### config.mk
export PLATFORM = sky130hd
export DESIGN_NAME = irq_entry_seq
export DESIGN_NICKNAME = d
export VERILOG_FILES = /design/src/rtl/irq_seq_pkg.sv /design/src/rtl/irq_seq_fsm.sv /design/src/rtl/irq_ctx_latch.sv /design/src/rtl/irq_port_drive.sv /design/src/rtl/irq_entry_seq.sv
export SDC_FILE = /design/constraint.sdc
export NUM_CORES = 1
export LEC_CHECK = 0
export BUFFER_PORTS_ARGS = -buffer_cell sky130_fd_sc_hd__buf_2
export CAP_MARGIN = 0
export CORE_ASPECT_RATIO = 1.75
export CORE_MARGIN = 2
export CORE_UTILIZATION = 46
export CTS_CLUSTER_DIAMETER = 80
export CTS_CLUSTER_SIZE = 20
export DETAILED_ROUTE_END_ITERATION = 8
export PLACE_DENSITY = 0.85
export SYNTH_ARGS = -nofsm -noshare
export SYNTH_HDL_FRONTEND = slang
export SYNTH_SLANG_ARGS = --single-unit
export TNS_END_PERCENT = 1
### constraint.sdc
create_clock -name clk -period 3.2 [get_ports clk]
set_clock_uncertainty 0.2 [all_clocks]
set_input_delay 0.32 -clock clk [delete_from_list [all_inputs] [get_ports clk]]
set_output_delay 0.32 -clock clk [all_outputs]
set_load 0.005 [all_outputs]
### src/rtl/irq_seq_pkg.sv
package irq_seq_pkg;
  typedef enum logic [3:0] {
    S_RUN,
    S_SAVE,
    S_ADJSP,
    S_LINK,
    S_VECRD,
    S_VECLD,
    S_RPC,
    S_RRD,
    S_RLINK,
    S_RSP
  } seq_state_t;
endpackage

### src/rtl/irq_seq_fsm.sv
module irq_seq_fsm
  import irq_seq_pkg::*;
(
  input  logic       clk,
  input  logic       rst,
  input  logic       boundary,
  input  logic       irq_flag,
  input  logic       iret,
  output seq_state_t state,
  output logic       masked,
  output logic       start_entry,
  output logic       start_ret
);
  seq_state_t state_n;

  // Return has priority over entry in the same cycle
  assign start_ret   = (state == S_RUN) && iret;
  assign start_entry = (state == S_RUN) && boundary && irq_flag && !masked && !iret;

  always_comb begin
    state_n = state;
    unique case (state)
      S_RUN: begin
        if (start_ret)        state_n = S_RPC;
        else if (start_entry) state_n = S_SAVE;
      end
      S_SAVE:  state_n = S_ADJSP;
      S_ADJSP: state_n = S_LINK;
      S_LINK:  state_n = S_VECRD;
      S_VECRD: state_n = S_VECLD;
      S_VECLD: state_n = S_RUN;
      S_RPC:   state_n = S_RRD;
      S_RRD:   state_n = S_RLINK;
      S_RLINK: state_n = S_RSP;
      S_RSP:   state_n = S_RUN;
      default: state_n = S_RUN;
    endcase
  end

  always_ff @(posedge clk) begin
    if (rst) begin
      state  <= S_RUN;
      masked <= 1'b0;
    end else begin
      state <= state_n;
      if (start_entry)         masked <= 1'b1;
      else if (state == S_RSP) masked <= 1'b0;
    end
  end

  AST_MASK_ON_ENTRY: assert property (@(posedge clk) disable iff (rst)
    start_entry |=> masked);
  AST_MASK_HELD: assert property (@(posedge clk) disable iff (rst)
    (masked && state == S_RUN && !iret) |=> masked);
  AST_UNMASK_AFTER_RET: assert property (@(posedge clk) disable iff (rst)
    (state == S_RSP) |=> !masked);
endmodule

### src/rtl/irq_ctx_latch.sv
module irq_ctx_latch #(
  parameter int AW         = 32,
  parameter int DW         = 32,
  parameter int IDW        = 4,
  parameter int WORD_BYTES = 4
) (
  input  logic           clk,
  input  logic           rst,
  input  logic           start_entry,
  input  logic           start_ret,
  input  logic [IDW-1:0] irq_id,
  input  logic [AW-1:0]  vec_base,
  input  logic [AW-1:0]  pc_cur,
  input  logic [DW-1:0]  sp_val,
  input  logic [DW-1:0]  link_val,
  output logic [DW-1:0]  sp_q,
  output logic [DW-1:0]  link_q,
  output logic [AW-1:0]  pc_q,
  output logic [AW-1:0]  vaddr_q
);
  localparam int SH = $clog2(WORD_BYTES);

  always_ff @(posedge clk) begin
    if (rst) begin
      sp_q    <= '0;
      link_q  <= '0;
      pc_q    <= '0;
      vaddr_q <= '0;
    end else if (start_entry) begin
      sp_q    <= sp_val;
      link_q  <= link_val;
      pc_q    <= pc_cur;
      vaddr_q <= vec_base + (AW'(irq_id) << SH);
    end else if (start_ret) begin
      sp_q   <= sp_val;
      link_q <= link_val;
    end
  end
endmodule

### src/rtl/irq_port_drive.sv
module irq_port_drive
  import irq_seq_pkg::*;
#(
  parameter int              AW         = 32,
  parameter int              DW         = 32,
  parameter int              RFAW       = 3,
  parameter int              WORD_BYTES = 4,
  parameter logic [RFAW-1:0] SP_IDX     = 3'd5,
  parameter logic [RFAW-1:0] LINK_IDX   = 3'd6
) (
  input  seq_state_t      state,
  input  logic            boundary,
  input  logic            start_entry,
  input  logic            start_ret,
  input  logic [DW-1:0]   sp_q,
  input  logic [DW-1:0]   link_q,
  input  logic [AW-1:0]   pc_q,
  input  logic [AW-1:0]   vaddr_q,
  input  logic [DW-1:0]   mem_rdata,
  output logic            fetch_en,
  output logic            rf_we,
  output logic [RFAW-1:0] rf_waddr,
  output logic [DW-1:0]   rf_wdata,
  output logic            mem_we,
  output logic            mem_re,
  output logic [AW-1:0]   mem_addr,
  output logic [DW-1:0]   mem_wdata,
  output logic            pc_we,
  output logic [AW-1:0]   pc_wdata
);
  localparam logic [DW-1:0] STEP = DW'(WORD_BYTES);

  always_comb begin
    fetch_en  = (state == S_RUN) && boundary && !start_entry && !start_ret;
    rf_we     = 1'b0;
    rf_waddr  = '0;
    rf_wdata  = '0;
    mem_we    = 1'b0;
    mem_re    = 1'b0;
    mem_addr  = '0;
    mem_wdata = '0;
    pc_we     = 1'b0;
    pc_wdata  = '0;
    unique case (state)
      S_SAVE: begin
        mem_we    = 1'b1;
        mem_addr  = AW'(sp_q - STEP);
        mem_wdata = link_q;
      end
      S_ADJSP: begin
        rf_we    = 1'b1;
        rf_waddr = SP_IDX;
        rf_wdata = sp_q - STEP;
      end
      S_LINK: begin
        rf_we    = 1'b1;
        rf_waddr = LINK_IDX;
        rf_wdata = DW'(pc_q);
      end
      S_VECRD: begin
        mem_re   = 1'b1;
        mem_addr = vaddr_q;
      end
      S_VECLD: begin
        pc_we    = 1'b1;
        pc_wdata = AW'(mem_rdata);
      end
      S_RPC: begin
        pc_we    = 1'b1;
        pc_wdata = AW'(link_q);
      end
      S_RRD: begin
        mem_re   = 1'b1;
        mem_addr = AW'(sp_q);
      end
      S_RLINK: begin
        rf_we    = 1'b1;
        rf_waddr = LINK_IDX;
        rf_wdata = mem_rdata;
      end
      S_RSP: begin
        rf_we    = 1'b1;
        rf_waddr = SP_IDX;
        rf_wdata = sp_q + STEP;
      end
      default: ;
    endcase
  end
endmodule

### src/rtl/irq_entry_seq.sv
module irq_entry_seq
  import irq_seq_pkg::*;
#(
  parameter int AW         = 32,
  parameter int DW         = 32,
  parameter int IDW        = 4,
  parameter int RFAW       = 3,
  parameter int WORD_BYTES = 4
) (
  input  logic            clk,
  input  logic            rst,
  input  logic            boundary,
  input  logic            irq_flag,
  input  logic [IDW-1:0]  irq_id,
  input  logic [AW-1:0]   vec_base,
  input  logic [AW-1:0]   pc_cur,
  input  logic [DW-1:0]   sp_val,
  input  logic [DW-1:0]   link_val,
  input  logic            iret,
  input  logic [DW-1:0]   mem_rdata,
  output logic            fetch_en,
  output logic            rf_we,
  output logic [RFAW-1:0] rf_waddr,
  output logic [DW-1:0]   rf_wdata,
  output logic            mem_we,
  output logic            mem_re,
  output logic [AW-1:0]   mem_addr,
  output logic [DW-1:0]   mem_wdata,
  output logic            pc_we,
  output logic [AW-1:0]   pc_wdata
);
  localparam logic [RFAW-1:0] SP_IDX   = RFAW'(5);
  localparam logic [RFAW-1:0] LINK_IDX = RFAW'(6);

  seq_state_t    state;
  logic          masked;
  logic          start_entry;
  logic          start_ret;
  logic [DW-1:0] sp_q;
  logic [DW-1:0] link_q;
  logic [AW-1:0] pc_q;
  logic [AW-1:0] vaddr_q;

  irq_seq_fsm u_fsm (
    .clk(clk), .rst(rst), .boundary(boundary), .irq_flag(irq_flag), .iret(iret),
    .state(state), .masked(masked), .start_entry(start_entry), .start_ret(start_ret)
  );

  irq_ctx_latch #(.AW(AW), .DW(DW), .IDW(IDW), .WORD_BYTES(WORD_BYTES)) u_ctx (
    .clk(clk), .rst(rst), .start_entry(start_entry), .start_ret(start_ret),
    .irq_id(irq_id), .vec_base(vec_base), .pc_cur(pc_cur), .sp_val(sp_val),
    .link_val(link_val), .sp_q(sp_q), .link_q(link_q), .pc_q(pc_q), .vaddr_q(vaddr_q)
  );

  irq_port_drive #(
    .AW(AW), .DW(DW), .RFAW(RFAW), .WORD_BYTES(WORD_BYTES),
    .SP_IDX(SP_IDX), .LINK_IDX(LINK_IDX)
  ) u_drv (
    .state(state), .boundary(boundary), .start_entry(start_entry), .start_ret(start_ret),
    .sp_q(sp_q), .link_q(link_q), .pc_q(pc_q), .vaddr_q(vaddr_q), .mem_rdata(mem_rdata),
    .fetch_en(fetch_en), .rf_we(rf_we), .rf_waddr(rf_waddr), .rf_wdata(rf_wdata),
    .mem_we(mem_we), .mem_re(mem_re), .mem_addr(mem_addr), .mem_wdata(mem_wdata),
    .pc_we(pc_we), .pc_wdata(pc_wdata)
  );

  AST_ONE_STROBE: assert property (@(posedge clk) disable iff (rst)
    $onehot0({mem_we, mem_re, rf_we, pc_we}));
  AST_FETCH_QUIET: assert property (@(posedge clk) disable iff (rst)
    fetch_en |-> !(mem_we || mem_re || rf_we || pc_we));
  AST_ENTRY_SAVE: assert property (@(posedge clk) disable iff (rst)
    start_entry |=> (mem_we && mem_wdata == $past(link_val)
                     && mem_addr == AW'($past(sp_val) - DW'(WORD_BYTES))));
  AST_SAVE_TO_SP: assert property (@(posedge clk) disable iff (rst)
    mem_we |=> (rf_we && rf_waddr == SP_IDX));
  AST_SP_TO_LINK: assert property (@(posedge clk) disable iff (rst)
    (rf_we && rf_waddr == SP_IDX && $past(mem_we)) |=> (rf_we && rf_waddr == LINK_IDX));
  AST_VEC_TO_PC: assert property (@(posedge clk) disable iff (rst)
    (mem_re && !$past(pc_we)) |=> (pc_we && pc_wdata == AW'(mem_rdata)));
  AST_IRET_PC: assert property (@(posedge clk) disable iff (rst)
    start_ret |=> (pc_we && pc_wdata == AW'($past(link_val))));
endmodule

==> results.sh <==
export IMPL_r2r_slack_ps=610
export IMPL_reg2reg_to="u_ctx.vaddr_q[31]"
export IMPL_fin_crit_sh=1.08
export IMPL_critical_path_arrival_ps=2920
export IMPL_peakVddDrop_mv=0.310
export IMPL_cts_max_level=4
export IMPL_route_detailed_drc=0
export IMPL_relSlewSlack=0.387
export IMPL_path_cells="inv_2 > ha_4 > or4b_4 > or4_4 > buf_4 > nor2_2 > a22oi_1 > o211ai_1 > buf_2"
export IMPL_critPathCaptureType="output port"
export IMPL_crit_fanout=3
export IMPL_gp_congestion=0.942
export IMPL_synthesis_nets=1379
export IMPL_cp_start_kind="flop"
export IMPL_cts_root_buf="clkbuf_16"
export IMPL_tightestPinTransition_ps=917
export IMPL_pwr_density_cell_nw_per_um2=518
export IMPL_ys_types=65
export IMPL_grt_max_degree=86
export IMPL_yosys_warnings=0
export IMPL_startpoint="u_ctx.sp_q[3]"
export IMPL_fp_coreArea_um2=18500
export IMPL_cts_tree="built"
export IMPL_cp_endpoint="rf_wdata[22]"
export IMPL_syn_inst=1203
export IMPL_reg2reg_from="u_fsm.state[3]"
export IMPL_cap_violations=0
export IMPL_avgViaCountPerCell=6.09
export IMPL_regArea_um2=2670
export IMPL_violations="setup timing"
export IMPL_via_count=11000
export IMPL_antenna_found_initial=1
export IMPL_outcome="finished, violations left"
export IMPL_ant_nets=0
export IMPL_drive_gt1_frac=0.290
export IMPL_cts_sinks=133
export IMPL_yosysSeqAreaShare=0.307
export IMPL_drt_total_wl_mm=35.4
export IMPL_grt_pass1_vias=10200
export IMPL_drv_slew=0
export IMPL_die_w_um=108
export IMPL_rows=66
export IMPL_hold_class="in -> reg"
export IMPL_final_area_um2=12200
export IMPL_timing_final_hold_violations=0
export IMPL_critPathBufInv=3
export IMPL_rsz0062_at_grt="yes"
export IMPL_finalCriticalPeriod_ps=3440
export IMPL_cpPeakStageDelay_ps=630
export IMPL_slowest_stage="or4_4"
export IMPL_final_cell_mix="buf_2 (303), nand2_1 (246), dfxtp_1 (130)"
export IMPL_die_y_um=186
export IMPL_portBuffers=304
export IMPL_power_leakage_nw=5.15
export IMPL_grt_pass1_wl_mm=53.3
export IMPL_die_area_um2=20000
export IMPL_drt_wirelength_per_cell_um=19.5
export IMPL_initial_utilization=0.469
export IMPL_synth_edff_count=0
export IMPL_cts_buffers=17
export IMPL_post_place_ws_ps=52.3
export IMPL_area_growth_pct=40.9
export IMPL_clk_latency_ps=420
export IMPL_drt_iter0_drc=1361
export IMPL_crit_type="reg -> out"
export IMPL_ys_ff_latch=133
export IMPL_overflow=0
export IMPL_cp_num_cells=9
export IMPL_first_pass_iters=6
export IMPL_ys_flop_type="dfxtp_1"
export IMPL_hold_path_depth=3
export IMPL_rr_worst_depth=6
export IMPL_synthArstFlopShare=0
export IMPL_crit_family="simple AND/OR/NAND/NOR gates"
export IMPL_grt_total_usage=0.342
export IMPL_netlist_area_um2=8670
export IMPL_syn_avg_cell_area_um2=7.21
export IMPL_fin_ws_ps=-243
export IMPL_setup_viol=22
export IMPL_layout_commonest_cell="buf_2"
export IMPL_place_area_um2=10600
export IMPL_clockBufferDepth=2
export IMPL_hpwl_mm=24.6
export IMPL_clkTransAtPathRegs_ps=60
export IMPL_final_fill_count=1514
export IMPL_fin_nets=1738
export IMPL_required_ps=2680
export IMPL_multi_input_area_um2=5610
export IMPL_max_freq_mhz=290
export IMPL_num_io_pins=305
-- Yosys cell counts (5+ instances only) --
cell type,instances,share of area
nand2_1,247,0.11
dfxtp_1,133,0.31
a21oi_1,126,0.073
clkbuf_1,110,0.048
nor2_1,70,0.030
o21ai_0,52,0.030
and2_1,41,0.030
a22o_1,36,0.036
nor4_1,33,0.024
a22oi_1,30,0.026
nand3_1,26,0.015
a211oi_1,24,0.021
a221o_1,24,0.028
nor3_1,22,0.013
xnor2_1,20,0.020
inv_1,16,0.0069
nand4_1,16,0.012
and3_1,14,0.010
a221oi_1,13,0.013
xor2_1,12,0.012
and4_1,11,0.011
o221a_2,11,0.014
o211ai_1,10,0.0087
nor3b_1,7,0.0061
buf_1,6,0.0026
ha_1,6,0.0087
a31oi_1,5,0.0036
nand2b_1,5,0.0036
or2_2,5,0.0036
-- worst reg2reg max path, cell delays in order (launching register included) --
cell and delay (ps):
dfxtp_2 390, or4_1 610, or3_2 500, buf_4 320
nor3b_1 340, a22oi_1 110, nand2_1 80
-- cell families after synthesis --
group           count (synthesis)  synth area share
compound gates                364             0.284
simple gates                  524             0.297
mux                             4           0.00462
fa+ha+maj                       7            0.0110
xor+xnor                       32            0.0323
flops                         133             0.307
buf+inv                       139            0.0643
-- metrics by stage --
step / utilization / TNS (ps) / power (mW) / instances / hold slack [ps]
final: 0.661 / -2560 / 6.33 / 1814 / 15.2
after global routing: 0.660 / -3970 / 6.61 / 1812 / 9.18
after CTS: 0.656 / -2880 / 6.22 / 1807 / 2.27
after detailed placement: 0.571 / 0 / 4.17 / 1679 / 246
after global placement: 0.571 / 0 / 4.13 / 1679 / 241
after floorplan: - / 0 / 3.29 / 1203 / 226
-- power by group --
group / total, mW / leakage, nW / internal, mW / switching (mW)
clock: 1.89 / 0.273 / 1.16 / 0.731
sequential: 1.99 / 1.09 / 1.82 / 0.169
combinational: 2.45 / 3.79 / 1.02 / 1.43
-- cell type report --
cell class	count	area share
well taps	238	0.0244
clock inverters	9	0.00860
multi-input cells	931	0.459
inverters	16	0.00491
clock buffers	21	0.0369
flip-flops and latches	133	0.218
diodes	3	0.000614
repair buffers	463	0.248
-- metal layers --
layer / routed length, um / global-route usage / up-vias
met5: 0 / 0 / -
met4: 2860 / 0.252 / 0
met3: 2910 / 0.0550 / 209
met2: 17200 / 0.588 / 736
met1: 12400 / 0.373 / 5013
li1: - / - / 5091
-- sequential cells by signal, summed over array words and instances, names as in the netlist --
signal / count
u_fsm.masked: 1
u_ctx.pc_q: 32
u_ctx.sp_q: 32
u_ctx.vaddr_q: 32
u_fsm.state: 4
u_ctx.link_q: 32
-- what timing repair did --
| item | in CTS | in global routing |
|---|---|---|
| cloned | 0 | 0 |
| pin swaps | 11 | 7 |
| setup endpoints to repair | 33 | 33 |
| gates resized for setup | 19 | 15 |
| setup buffers | 6 | 4 |
| hold buffers | 92 | 0 |
| endpoints found under the hold margin | 92 | 0 |
-- how the worst min path moves through the flow --
stage                            startpoint                end  slack, ps
final                          vec_base[28]  u_ctx.vaddr_q[28]         20
after CTS                      vec_base[28]  u_ctx.vaddr_q[28]          2
after global placement       u_ctx.pc_q[25]     u_ctx.pc_q[25]        240
after detailed placement     u_ctx.pc_q[19]     u_ctx.pc_q[19]        250
after floorplan           u_ctx.vaddr_q[27]  u_ctx.vaddr_q[27]        230
after global routing           link_val[13]   u_ctx.link_q[13]          9
Note: power is estimated with default switching activity, not from simulation.
